--- src/rtl/clk_recovery_trim.sv ---
module clk_recovery_trim #(
  parameter logic [15:0] RELOAD_RST = 16'hBB7F,
  parameter logic [7:0]  LIMIT_RST  = 8'h22
) (
  input  logic        clk,
  input  logic        rst_n,
  input  logic        osc_tick,
  input  logic        sync_pin,
  input  logic        sync_xtal,
  input  logic        sync_sof,
  input  logic        sw_sync,
  input  logic        wr_en,
  input  logic [1:0]  wr_addr,
  input  logic [29:0] wr_data,
  input  logic [1:0]  rd_addr,
  output logic [31:0] rd_data,
  output logic        irq
);
  localparam int CW = 16;
  localparam int LW = 8;
  localparam int TW = 7;
  localparam int XW = CW + 2;
  localparam int TRIM_MAX = (1 << TW) - 1;
  localparam int TRIM_MID = 1 << (TW - 1);

  logic          cnt_en, auto_en, pol, up, dir_q, sync_q;
  logic [3:0]    ie;
  logic [TW-1:0] trim;
  logic [CW-1:0] reload, cnt, cap;
  logic [LW-1:0] lim;
  logic [2:0]    div;
  logic [1:0]    src;
  logic [6:0]    pre;
  logic          f_ok, f_warn, f_esync, f_serr, f_miss, f_tovf;

  wire sel     = (src == 2'd0) ? sync_pin : (src == 2'd1) ? sync_xtal : sync_sof;
  wire edge_hw = (sel ^ pol) & ~sync_q;
  wire [6:0] pre_top = 7'((32'd1 << div) - 32'd1);
  wire sync_evt = cnt_en & ((edge_hw & (pre == pre_top)) | sw_sync);
  wire f_err = f_serr | f_miss | f_tovf;

  wire [XW-1:0] lim3  = XW'(lim) + XW'(lim) + XW'(lim);
  wire [XW-1:0] cntx  = XW'(cnt);
  wire g_ok   = cntx <= XW'(lim);
  wire g_warn = !g_ok && (cntx < lim3);
  wire [1:0] step = g_ok ? ((cnt != '0) ? 2'd1 : 2'd0) : (g_warn ? 2'd2 : 2'd0);

  int  tsum;
  logic t_ovf;
  logic [TW-1:0] trim_nx;
  always_comb begin
    tsum  = up ? int'(trim) - int'(step) : int'(trim) + int'(step);
    t_ovf = (tsum < 0) || (tsum > TRIM_MAX);
    if (tsum < 0)             trim_nx = '0;
    else if (tsum > TRIM_MAX) trim_nx = TW'(TRIM_MAX);
    else                      trim_nx = TW'(tsum);
  end

  wire wr_ctl = wr_en && wr_addr == 2'd0;
  wire wr_cfg = wr_en && wr_addr == 2'd1 && !cnt_en && !auto_en;
  wire wr_clr = wr_en && wr_addr == 2'd2;

  always_ff @(posedge clk or negedge rst_n) begin
    if (!rst_n) begin
      cnt_en <= 1'b0; auto_en <= 1'b0; ie <= '0; trim <= TW'(TRIM_MID);
      reload <= RELOAD_RST; lim <= LIMIT_RST; div <= '0; src <= 2'd2; pol <= 1'b0;
    end else begin
      if (wr_ctl) begin
        cnt_en  <= wr_data[0];
        auto_en <= wr_data[1];
        ie      <= wr_data[5:2];
        if (!auto_en) trim <= wr_data[14:8];
      end
      if (wr_cfg) begin
        reload <= wr_data[15:0];
        lim    <= wr_data[23:16];
        div    <= wr_data[26:24];
        src    <= wr_data[28:27];
        pol    <= wr_data[29];
      end
      if (sync_evt && auto_en && step != 2'd0) trim <= trim_nx;
    end
  end

  always_ff @(posedge clk or negedge rst_n) begin
    if (!rst_n) begin
      sync_q <= 1'b0; pre <= '0;
    end else begin
      sync_q <= sel ^ pol;
      if (!cnt_en)      pre <= '0;
      else if (edge_hw) pre <= (pre == pre_top) ? '0 : pre + 7'd1;
    end
  end

  always_ff @(posedge clk or negedge rst_n) begin
    if (!rst_n) begin
      cnt <= '0; up <= 1'b0; cap <= '0; dir_q <= 1'b0;
      {f_ok, f_warn, f_esync, f_serr, f_miss, f_tovf} <= '0;
    end else begin
      if (wr_clr) begin
        if (wr_data[0]) f_ok    <= 1'b0;
        if (wr_data[1]) f_warn  <= 1'b0;
        if (wr_data[2]) {f_serr, f_miss, f_tovf} <= '0;
        if (wr_data[3]) f_esync <= 1'b0;
      end
      if (!cnt_en) begin
        cnt <= reload; up <= 1'b0;
      end else if (sync_evt) begin
        cap <= cnt; dir_q <= ~up;
        cnt <= reload; up <= 1'b0;
        if (g_ok)        f_ok   <= 1'b1;
        else if (g_warn) f_warn <= 1'b1;
        else             f_serr <= 1'b1;
        if (auto_en && step != 2'd0 && t_ovf) f_tovf <= 1'b1;
      end else if (osc_tick) begin
        if (!up) begin
          if (cnt <= CW'(1)) begin
            cnt <= '0; up <= 1'b1; f_esync <= 1'b1;
          end else cnt <= cnt - CW'(1);
        end else begin
          if (cnt != '1) cnt <= cnt + CW'(1);
          if (cntx + XW'(1) == lim3) f_miss <= 1'b1;
        end
      end
    end
  end

  always_comb begin
    case (rd_addr)
      2'd0:    rd_data = {17'd0, trim, 2'd0, ie, auto_en, cnt_en};
      2'd1:    rd_data = {2'd0, pol, src, div, lim, reload};
      2'd2:    rd_data = {cap, dir_q, 8'd0, f_tovf, f_miss, f_serr, f_esync, f_err, f_warn, f_ok};
      default: rd_data = '0;
    endcase
  end

  assign irq = (ie[0] & f_ok) | (ie[1] & f_warn) | (ie[2] & f_err) | (ie[3] & f_esync);

  AST_RELOAD_ON_SYNC: assert property (@(posedge clk) disable iff (!rst_n)
    sync_evt |=> (cnt == $past(reload)) && !up) else $error("reload after sync");
  AST_CFG_LOCK: assert property (@(posedge clk) disable iff (!rst_n)
    (cnt_en || auto_en) |=> $stable(reload) && $stable(lim) && $stable(div)) else $error("config lock");
  AST_TRIM_STEP: assert property (@(posedge clk) disable iff (!rst_n)
    auto_en |=> (int'(trim) - int'($past(trim)) <= 2) && (int'($past(trim)) - int'(trim) <= 2)) else $error("trim step");
  AST_ONE_GRADE: assert property (@(posedge clk) disable iff (!rst_n)
    !($rose(f_ok) && $rose(f_warn))) else $error("two grades");
  AST_MISS_UP: assert property (@(posedge clk) disable iff (!rst_n)
    $rose(f_miss) |-> up) else $error("miss while down");
  AST_IRQ_SRC: assert property (@(posedge clk) disable iff (!rst_n)
    irq |-> (f_ok | f_warn | f_err | f_esync)) else $error("irq source");
endmodule

--- config.mk ---
export PLATFORM = sky130hd
export DESIGN_NAME = clk_recovery_trim
export DESIGN_NICKNAME = d
export VERILOG_FILES = /design/src/rtl/clk_recovery_trim.sv
export SDC_FILE = /design/constraint.sdc
export NUM_CORES = 1
export LEC_CHECK = 0
export BUFFER_PORTS_ARGS = -buffer_cell sky130_fd_sc_hd__buf_2
export CORE_MARGIN = 2
export CORE_UTILIZATION = 47
export DETAILED_ROUTE_END_ITERATION = 10
export PLACE_DENSITY_LB_ADDON = 0.25
export SLEW_MARGIN = 20
export SYNTH_ARGS = -nofsm -noshare
export SYNTH_HDL_FRONTEND = slang
export SYNTH_SLANG_ARGS = --single-unit
--- constraint.sdc ---
create_clock -name clk -period 7.6 [get_ports clk]
set_clock_uncertainty 0.05 [all_clocks]
set_input_delay 0.76 -clock clk [delete_from_list [all_inputs] [get_ports clk]]
set_output_delay 0.76 -clock clk [all_outputs]
set_load 0.01 [all_outputs]
==> impl_summary.txt, run 1 <==
----------------------------------------------------
[GRT]
  Global-route wire length before repair ... 28400 um
  Gr usage total ... 24.3%
  Initial antenna violation count ... 0
  Pin count of the biggest net entering global routing ... 63
  Vias in the first global route ... 5727
  Aggregate global routing overflow ... 0

[Routing]
  Average routed wire per standard cell ... 18.0 um
  Post-detailed-route DRC marker count ... 0
  Via-per-instance ratio ... 5.98
  Wirelength, routed ... 17400 um
  DRT antenna net count ... 0
  Initial DRT Pass Iterations ... 5
  Number of DRC markers in iteration 0 ... 489
  Via count ... 5771

[Clock network]
  TritonCTS buffer count ... 9
  CTS hold repair buffers ... 0
  Setup Buffers After CTS ... 0
  CTS root buf ... clkbuf_16
  Insertion delay to the later sink of the worst-skew pair ... 0.36 ns
  Maximum number of buffers from clock root to sink ... 2
  Number of instances resized during post-cts repair ... 0
  Num Clock Sinks ... 91
  Worst-path clk slew ... 0.07 ns
  CTS tree ... done
  Number of levels in the clock H-tree ... 3

[Yosys]
  YS warnings ... 0
  Post-synth EDFFs ... 0
  Share of async-settable or async-resettable flops after synthesis ... 100%
  Post-synthesis cell area ... 6520 sq um
  Sequential cell area fraction in the yosys report ... 35.2%
  Most common flop cell mapped by yosys ... dfrtp_1
  Total nets after synthesis ... 818
  Largest cells by area after synthesis ... dfrtp_1, mux2_2, dfstp_2, ha_1, o21ai_0
  Post-synth cell types ... 73
  Mean area per synthesized cell ... 8.83 sq um
  Register bit count reported by yosys ... 91
  Syn Inst Count ... 739
  Top cell type by total area after synthesis ... dfrtp_1
  Fraction of post-synthesis cell area in the top cell type by area ... 28.4%

[Worst setup path]
  Critical Setup Path Class ... reg -> reg
  Data required time at the worst endpoint ... 7.79 ns
  Type of element capturing the critical path ... register
  Largest fanout on the critical path ... 7
  Type of element launching the critical path ... register
  Data arrival time of the worst path ... 5.31 ns

[Floorplan]
  Core Region ... 13700 sq um
  Die Height ... 122 um
  Placement row count ... 43
  Area of the die ... 14800 sq um
  I/O pin count ... 75
  Die width ... 122 um
  Initial Util ... 47.6%

[Place]
  Placed Instance Area ... 6980 sq um
  Final HPWL from detailed placement ... 12600 um
  Port Buffer Count ... 74
  Final Wtd Congestion ... 0.952

[Finish]
  Fill cells ... 1286
  NumNets Final ... 859
  Share of layout cells above drive strength 1 ... 21.8%
  Antenna cells ... 0
  Area Growth Syn to Fin ... 11.3%
  Post-Route Utilization ... 52.9%
  Final instance area ... 7260 sq um

[Pwr]
  Maximum resistive drop on vdd ... 128 uV
  Power per standard cell area ... 367 nW/um^2
  Overall power after layout ... 2.66 mW
  Leakage power of the design ... 3.17 nW

[Timing]
  Measured slew at the worst slew-check pin ... 1.08 ns
  Worst hold slack ... 0.270 ns
  Hold Fails Final Rpt ... 0
  Final min period ... 5.12 ns
  Setup repair after global routing missed its margin ... false
  Final setup fails ... 0
  Headroom to the max-slew limit ... 27.9%
  Final total negative setup slack ... 0 ns
  Slew Limit Fails ... 0
  Final clock period utilization by the worst path ... 67.4%
  Highest achievable clock rate ... 195 MHz

[Job]
  Max_cap viols ... 0

[Run status]
  Result of the run ... finished clean

[Worst hold path]
  Type of the worst min-delay path ... in -> async

----------------------------------------------------
==> area by class of cell <==
type	count	area, sq um	share of cell area [%]
clock inverters	6	46.3	0.638
well taps	180	225	3.10
multi-input cells	564	3910	53.9
flip-flops and latches	91	2300	31.7
clock buffers	10	229	3.15
repair buffers	81	425	5.86
inverters	33	124	1.71
==> metrics by stage <==
stage          setup WS [ns]  std cells
6_report                2.48        965
5_1_grt                 2.10        965
4_1_cts                 2.52        965
3_5_place_dp            2.57        949
3_3_place_gp            2.76        949
2_1_floorplan           3.20        739
==> placed cells by master, fill, tap and decap left out, drive strengths merged, types with 3 or more instances in the layout <==
cell type,synthesis,layout
or3,10,10
nor2b,7,7
a31oi,3,3
nand2b,8,8
clkbuf,39,10
nand3,26,26
o21a,3,3
inv,33,36
a211oi,4,4
o31ai,8,8
mux2i,17,17
nand4,10,10
o21bai,3,3
ha,35,35
and3,6,6
xor2,7,7
o211ai,9,9
nor3b,3,3
buf,12,81
o21ai,69,69
dfstp,17,17
and2,6,6
nor3,20,20
nor4,8,8
a21o,10,10
nor2,40,40
or4,3,3
nand2,81,81
dfrtp,74,74
a21oi,35,35
xnor2,24,24
a32oi,3,3
o22ai,6,6
o2111ai,3,3
a211o,4,4
a22o,18,18
mux2,42,42
a22oi,7,7
==> path summary, 6_finish.rpt <==
check | from | endpoint | slack, ns | cells past startpoint
max | lim[0] | trim[3] | 2.48 | 20
min | rst_n | cap[5] | 0.27 | 1
max reg2reg | lim[0] | trim[3] | 2.48 | 20
min reg2reg | cap[9] | cap[9] | 0.45 | 2
max in group asynchronous | rst_n | cnt[13] | 6.13 | 2
min in group clk | cap[9] | cap[9] | 0.45 | 2
==> kinds of logic (layout without fill, tap and decap cells) <==
kind of cell,count (synthesis),in the layout,share of synthesized area [%]
compound gates,201,201,20.1
xor+xnor,31,31,4.16
fa+ha+maj,37,37,7.33
buf+inv,84,130,5.10
flops,91,91,35.2
mux,59,59,9.86
simple gates,236,236,18.2
==> per-layer routing <==
metal  track usage (%)  vias to the layer above  share of wire (%)
met3              4.35                       27                5.5
met4              9.27                        0                1.9
met5                 0                        -                  0
met1              31.2                     2790                 44
li1                  -                     2755                  -
met2              40.7                      199                 48
==> synthesized netlist by cell type, types with 5 or more instances <==
master / instances
and3_1: 5
ha_1: 35
o211ai_1: 8
mux2i_1: 17
xnor2_1: 24
nand3_1: 26
a21oi_1: 34
nand4_1: 10
a22o_1: 18
and2_1: 5
a22oi_1: 7
nand2_1: 81
xor2_1: 7
clkbuf_1: 39
nand2b_1: 8
o21ai_0: 65
nor2b_1: 7
a21o_1: 10
buf_2: 5
o22ai_1: 6
nor4_1: 7
mux2_2: 42
nor3_1: 18
or3_1: 9
nor2_1: 40
dfstp_2: 17
dfrtp_1: 74
buf_1: 5
inv_1: 33
o31ai_1: 8
==> power by group <==
part	internal (mW)	leakage, nW	switching (mW)
logic	0.592	1.94	0.654
registers	0.690	1.10	0.292
clock network	0.225	0.130	0.211
total	1.51	3.17	1.16
==> state kept, by name (all words and copies together) (netlist names), 2 cells and up <==
| signal | count |
|---|---|
| cap | 16 |
| cnt | 16 |
| reload | 16 |
| lim | 8 |
| pre | 7 |
| trim | 7 |
| ie | 4 |
| div | 3 |
| src | 2 |
==> worst max-delay path, cell delays in order, from the launching register on <==
cell and delay (ns):
dfrtp_1 0.43, ha_1 0.25, fa_1 0.41, a21o_1 0.17, a21oi_1 0.20, o21ai_0 0.11
a21o_1 0.20, xor2_1 0.26, ha_1 0.31, o211ai_1 0.11, a21oi_1 0.13, nor4_4 0.44
and2_4 0.25, inv_1 0.08, ha_1 0.18, nand2b_1 0.16, or3_1 0.34, nor2_1 0.27
o2111ai_2 0.31, or2b_1 0.25, o211ai_2 0.08
(Power assumes the default switching activity.)
==> inputs of run 2 (changes only) <==
Clock period 7.6 ns to 5.2 ns, I/O delays scaled along.
==> run 2 against run 1 <==
Effect of this change:
- sequential share of layout area down 0.26 points
- worst setup slack lost 2.1 ns
- global-route usage shrank 0.11 points
- via count is 0.31% higher
- hold slack worse by 0.20 ns
- first-iteration DRC count is 14% higher
- count of clock-buffer cells in the layout increased by 2
- sequential power rose by 45%
- combinational power up 50%
- core utilization rose by 0.44 points
- register-to-register slack worse by 2.1 ns
- largest cell class unchanged
- largest power group unchanged
==> impl_summary.txt, run 2 (synthesis results as in run 1) <==
----------------------------------------------------
[Timing]
  Setup slack of the critical path after layout ... 0.362 ns (-2.12 ns)
  Worst hold slack ... 0.0745 ns (-0.196 ns)
  Measured slew at the worst slew-check pin ... 0.996 ns (-0.0858 ns)
  Highest achievable clock rate ... 207 MHz (+5.8%)
  Slew Limit Fails ... 0 (unchanged)
  Final clock period utilization by the worst path ... 93.0% (+26 points)
  Final min period ... 4.84 ns (-0.281 ns)
  Final setup fails ... 0 (unchanged)
  Hold Fails Final Rpt ... 0 (unchanged)
  Headroom to the max-slew limit ... 33.6% (+5.7 points)
  Setup repair after global routing missed its margin ... false
  Final total negative setup slack ... 0 ns (unchanged)

[Routing]
  Average routed wire per standard cell ... 17.9 um (-0.30%)
  Initial DRT Pass Iterations ... 6 (+1)
  Post-detailed-route DRC marker count ... 0 (unchanged)
  Via-per-instance ratio ... 5.97 (-0.10%)
  Via count ... 5789 (+0.31%)
  DRT antenna net count ... 0 (unchanged)
  Number of DRC markers in iteration 0 ... 558 (+14%)
  Wirelength, routed ... 17400 um (+0.11%)

[Place]
  Placed Instance Area ... 6990 sq um (+0.22%)
  Total instance count after detailed placement ... 951 (+0.21%)
  Worst setup slack before clock tree synthesis ... 0.202 ns (-2.37 ns)
  Port Buffer Count ... 74 (unchanged)
  Final HPWL from detailed placement ... 12500 um (-1.3%)
  Final Wtd Congestion ... 0.943 (-0.91%)

[Worst hold path]
  Type of the worst min-delay path ... in -> async

[Finish]
  Largest registers ... cap: 16 flops, cnt: 16 flops, reload: 16 flops
  Most frequent cells in the layout ... nand2_1, dfrtp_1, buf_2, o21ai_0, mux2_2
  NumNets Final ... 863 (+0.47%)
  Fill cells ... 1304 (+1.4%)
  Most common library cell in the layout ignoring fill and taps ... nand2_1
  Share of layout cells above drive strength 1 ... 22.3% (+0.52 points)
  Post-Route Utilization ... 53.3% (+0.44 points)
  Area Growth Syn to Fin ... 12.2%
  Sequential cell area in the final layout ... 2300 sq um (unchanged)
  Non-filler cells in the finished layout ... 969 (+0.41%)
  Multi-input logic area ... 3920 sq um (+0.35%)
  Antenna cells ... 0 (unchanged)
  Final instance area ... 7320 sq um (+0.83%)

[Worst setup path]
  FF-to-FF path depth ... 21 (+5.0%)
  Critical Path Slowest Stage Cell ... dfrtp_1
  Largest fanout on the critical path ... 7 (unchanged)
  Maximum single-stage delay on the critical path ... 0.42 ns (-0.02 ns)
  Type of element launching the critical path ... register
  Cell mode on critical path ... ha_1
  Critical Setup Path Class ... reg -> reg
  Critical path cell sequence ... ha_1, fa_1, a21o_1, a21oi_1, o21ai_0, a21o_1, xor2_1, ha_1, o211ai_1, a21oi_1, nor4_4, buf_4, and2_4, inv_1, ha_1, nand2b_1, or3_1, nor2_2, o2111ai_4, or2b_1, o211ai_2
  Worst R2R Setup Slack ... 0.36 ns (-2.12 ns)
  Data arrival time of the worst path ... 5.03 ns (-0.28 ns)
  Origin of the critical flop-to-flop path ... lim[0]
  Data required time at the worst endpoint ... 5.40 ns (-2.39 ns)
  End of the worst register-to-register path ... trim[3]
  Type of element capturing the critical path ... register

[GRT]
  Aggregate global routing overflow ... 0 (unchanged)
  Gr usage total ... 24.2% (-0.11 points)
  Vias in the first global route ... 5718 (-0.16%)
  Pin count of the biggest net entering global routing ... 58 (-7.9%)
  Global-route wire length before repair ... 28200 um (-0.51%)
  Initial antenna violation count ... 0 (unchanged)

[Job]
  Max_cap viols ... 0 (unchanged)

[Clock network]
  CTS root buf ... clkbuf_16
  Number of levels in the clock H-tree ... 3 (unchanged)
  TritonCTS buffer count ... 9 (unchanged)
  CTS hold repair buffers ... 0 (unchanged)
  Maximum number of buffers from clock root to sink ... 2 (unchanged)
  Num Clock Sinks ... 91 (unchanged)
  Insertion delay to the later sink of the worst-skew pair ... 0.36 ns (about the same)
  CTS tree ... done
  Worst-path clk slew ... 0.07 ns (about the same)

[Floorplan]
  Die width ... 122 um (unchanged)
  Die Height ... 122 um (unchanged)
  Initial Util ... 47.6% (unchanged)
  Core Region ... 13700 sq um (unchanged)
  Placement row count ... 43 (unchanged)
  Area of the die ... 14800 sq um (unchanged)
  I/O pin count ... 75 (unchanged)

[Pwr]
  Leakage power of the design ... 3.20 nW (+1.0%)
  Power per standard cell area ... 538 nW/um^2 (+47%)
  Maximum resistive drop on vdd ... 200 uV (+56%)
  Overall power after layout ... 3.94 mW (+48%)

[Run status]
  Result of the run ... finished clean

----------------------------------------------------
run 2: layout make-up:
cell class                      instances  area share, %
Clock buffer                           12           3.50
Multi-Input combinational cell        564           53.6
Inverter                               33           1.69
Clock inverter                          4          0.479
Sequential cell                        91           31.4
Tap cell                              180           3.08
Timing Repair Buffer                   85           6.22
run 2: worst max-delay path by stage:
| stage | from | end | slack [ns] | depth (start not counted) |
|---|---|---|---|---|
| 2_1_floorplan | lim[0] | trim[3] | 0.80 | 20 |
| 3_3_place_gp | lim[1] | trim[3] | 0.36 | 21 |
| 3_5_place_dp | lim[0] | trim[3] | 0.20 | 20 |
| 4_1_cts | lim[0] | trim[3] | 0.19 | 20 |
| 5_1_grt | lim[0] | trim[3] | 0.02 | 21 |
| 6_report | lim[0] | trim[3] | 0.36 | 21 |
run 2: repair_timing:
| action | 4_1_cts | 5_1_grt |
|---|---|---|
| setup endpoints to repair | 0 | 7 |
| resized for setup | 0 | 2 |
| setup buffers | 0 | 2 |
run 2: worst max-delay path: cells and delay by family, from the launching register on:
kind | cells | cell delay [ns]
flip-flops | 1 | 0.42
AND/OR/NAND/NOR | 6 | 1.38
buffers and inverters | 2 | 0.27
adder cells (fa/ha/maj) | 4 | 1.15
AO/OA/AOI/OAI | 8 | 1.20
XOR/XNOR | 1 | 0.27
run 2: metal layers:
| layer | share of wire [%] | global-route usage, % | vias to the layer above |
|---|---|---|---|
| li1 | - | - | 2760 |
| met1 | 45 | 31.8 | 2834 |
| met2 | 47 | 39.5 | 168 |
| met3 | 5.0 | 3.75 | 27 |
| met4 | 2.6 | 10.5 | 0 |
| met5 | 0 | 0 | - |
run 2: power breakdown:
| group | switching [mW] | internal, mW |
|---|---|---|
| clock network | 0.298 | 0.354 |
| registers | 0.409 | 1.01 |
| logic | 0.990 | 0.880 |
| total | 1.70 | 2.24 |
==> inputs of run 3 (changes only) <==
Settings changed: HOLD_SLACK_MARGIN from default to 0.02, PLACE_DENSITY from default to 0.66, PLACE_DENSITY_LB_ADDON 0.25 to default, SKIP_CTS_REPAIR_TIMING from default to 1.
==> run 3 against run 2 <==
Effect of this change:
- total power increased by 1.3%
- final cell count rose by 0.10%
- sequential power hardly changed
- largest cell class unchanged
- hold slack worse by 0.015 ns
- critical endpoint unchanged
==> impl_summary.txt, run 3 (synthesis results as in run 1) <==
----------------------------------------------------
[Run status]
  Result of the run ... finished clean

[Finish]
  Most common library cell in the layout ignoring fill and taps ... nand2_1
  Share of layout cells above drive strength 1 ... 22.3% (-0.028 points)
  Antenna cells ... 0 (unchanged)
  NumNets Final ... 864 (+0.12%)
  Final instance area ... 7360 sq um (+0.55%)
  Most frequent cells in the layout ... nand2_1, dfrtp_1, buf_2, o21ai_0, mux2_2
  Largest registers ... cap: 16 flops, cnt: 16 flops, reload: 16 flops
  Area Growth Syn to Fin ... 12.8%

[Worst setup path]
  Number of buffer and inverter instances along the worst setup path ... 1 (-1)
  Data arrival time of the worst path ... 5.05 ns (+0.02 ns)
  Beginning of the critical path ... lim[0]
  Kind of cell adding the most delay to the critical path ... simple AND/OR/NAND/NOR gates
  Type of element capturing the critical path ... register
  Type of element launching the critical path ... register
  Data required time at the worst endpoint ... 5.39 ns (about the same)
  Largest fanout on the critical path ... 7 (unchanged)
  Critical Setup Path Class ... reg -> reg
  Critical path cell sequence ... ha_1, fa_1, a21o_1, a21oi_1, o21ai_0, a21o_1, a21oi_1, ha_1, o21ai_0, a21oi_1, nor4_4, and2_4, inv_1, ha_1, nand2b_1, or3_1, nor2_2, o2111ai_4, or2b_1, o211ai_2
  Origin of the critical flop-to-flop path ... lim[0]
  Maximum single-stage delay on the critical path ... 0.42 ns (about the same)
  Critical Path Slowest Stage Cell ... dfrtp_1

[Routing]
  Via-per-instance ratio ... 5.95 (-0.45%)
  Initial DRT Pass Iterations ... 5 (-1)
  Average routed wire per standard cell ... 18.1 um (+0.71%)
  Number of DRC markers in iteration 0 ... 444 (-20%)
  Wirelength, routed ... 17500 um (+0.82%)
  DRT antenna net count ... 0 (unchanged)
  Post-detailed-route DRC marker count ... 0 (unchanged)
  Via count ... 5769 (-0.35%)

[GRT]
  Initial antenna violation count ... 0 (unchanged)
  Pin count of the biggest net entering global routing ... 61 (+5.2%)
  Aggregate global routing overflow ... 0 (unchanged)
  Vias in the first global route ... 5488 (-4.0%)
  Global-route wire length before repair ... 28400 um (+0.54%)
  Gr usage total ... 24.3% (+0.19 points)

[Floorplan]
  I/O pin count ... 75 (unchanged)
  Die Height ... 122 um (unchanged)
  Area of the die ... 14800 sq um (unchanged)
  Die width ... 122 um (unchanged)
  Core Region ... 13700 sq um (unchanged)
  Placement row count ... 43 (unchanged)
  Initial Util ... 47.6% (unchanged)

[Pwr]
  Overall power after layout ... 3.99 mW (+1.3%)
  Power per standard cell area ... 543 nW/um^2 (+0.79%)
  Leakage power of the design ... 3.22 nW (+0.51%)
  Maximum resistive drop on vdd ... 267 uV (+34%)

[Clock network]
  TritonCTS buffer count ... 9 (unchanged)
  Number of levels in the clock H-tree ... 3 (unchanged)
  Insertion delay to the later sink of the worst-skew pair ... 0.35 ns (about the same)
  CTS tree ... done
  Maximum number of buffers from clock root to sink ... 2 (unchanged)
  CTS root buf ... clkbuf_16
  Num Clock Sinks ... 91 (unchanged)
  Worst-path clk slew ... 0.06 ns (about the same)

[Timing]
  Setup slack of the critical path after layout ... 0.339 ns (-0.0233 ns)
  Slew Limit Fails ... 0 (unchanged)
  Highest achievable clock rate ... 206 MHz (-0.48%)
  Final clock period utilization by the worst path ... 93.5% (+0.45 points)
  Final min period ... 4.86 ns (+0.0233 ns)
  Setup repair after global routing missed its margin ... false
  Headroom to the max-slew limit ... 33.5% (-0.16 points)
  Final setup fails ... 0 (unchanged)
  Hold Fails Final Rpt ... 0 (unchanged)
  Measured slew at the worst slew-check pin ... 0.989 ns (-0.00678 ns)
  Final total negative setup slack ... 0 ns (unchanged)

[Place]
  Placed Instance Area ... 7020 sq um (+0.34%)
  Final HPWL from detailed placement ... 12800 um (+3.1%)
  Worst setup slack before clock tree synthesis ... 0.299 ns (+0.0974 ns)
  Final Wtd Congestion ... 0.922 (-2.2%)
  Port Buffer Count ... 74 (unchanged)

[Worst hold path]
  Type of the worst min-delay path ... in -> async

[Job]
  Max_cap viols ... 0 (unchanged)

----------------------------------------------------
run 3: worst reg2reg max path: stages (launching register included):
cell and delay (ns):
dfrtp_1 0.42, ha_1 0.25, fa_1 0.42, a21o_1 0.19
a21oi_1 0.21, o21ai_0 0.11, a21o_1 0.21, a21oi_1 0.28
ha_1 0.29, o21ai_0 0.11, a21oi_1 0.11, nor4_4 0.33
and2_4 0.24, inv_1 0.08, ha_1 0.18, nand2b_1 0.17
or3_1 0.37, nor2_2 0.23, o2111ai_4 0.23, or2b_1 0.22
o211ai_2 0.07
run 3: where the power goes:
group | total (mW) | internal (mW) | switching [mW]
Combinational | 1.83 | 0.873 | 0.954
Sequential | 1.44 | 1.01 | 0.432
Clock | 0.725 | 0.437 | 0.288
Total | 3.99 | 2.32 | 1.67
run 3: final cells by class:
type / instances / area (sq um)
inverter: 33 / 124
tap: 180 / 225
multi-input combinational: 564 / 3920
clock buffer: 11 / 243
sequential: 91 / 2300
clock inverter: 5 / 85.1
fill: 1302 / 6360
timing repair buffer: 86 / 463
run 3: per-stage QoR:
stage	hold WS, ns	cells	utilization, %
2_1_floorplan	0.174	739	-
3_3_place_gp	0.421	954	51.1
5_1_grt	0.0889	970	53.6
4_1_cts	0.0708	970	53.5
3_5_place_dp	0.431	954	51.1
6_report	0.0591	970	53.6
run 3: worst paths after layout:
path | endpoint | slack, ns | cells past startpoint
max in group asynchronous | cap[1] | 3.93 | 2
setup reg to reg | trim[3] | 0.34 | 20
hold / removal | cap[4] | 0.06 | 1
min in group clk | lim[6] | 0.33 | 3
hold reg to reg | cap[0] | 0.44 | 2
setup / recovery | trim[3] | 0.34 | 20
run 3: layer usage:
metal | global-route usage (%) | vias up | wire, um
li1 | - | 2761 | -
met1 | 33.3 | 2802 | 8050
met2 | 38.8 | 177 | 8160
met3 | 4.92 | 29 | 952
met4 | 7.97 | 0 | 354
met5 | 0 | - | 0
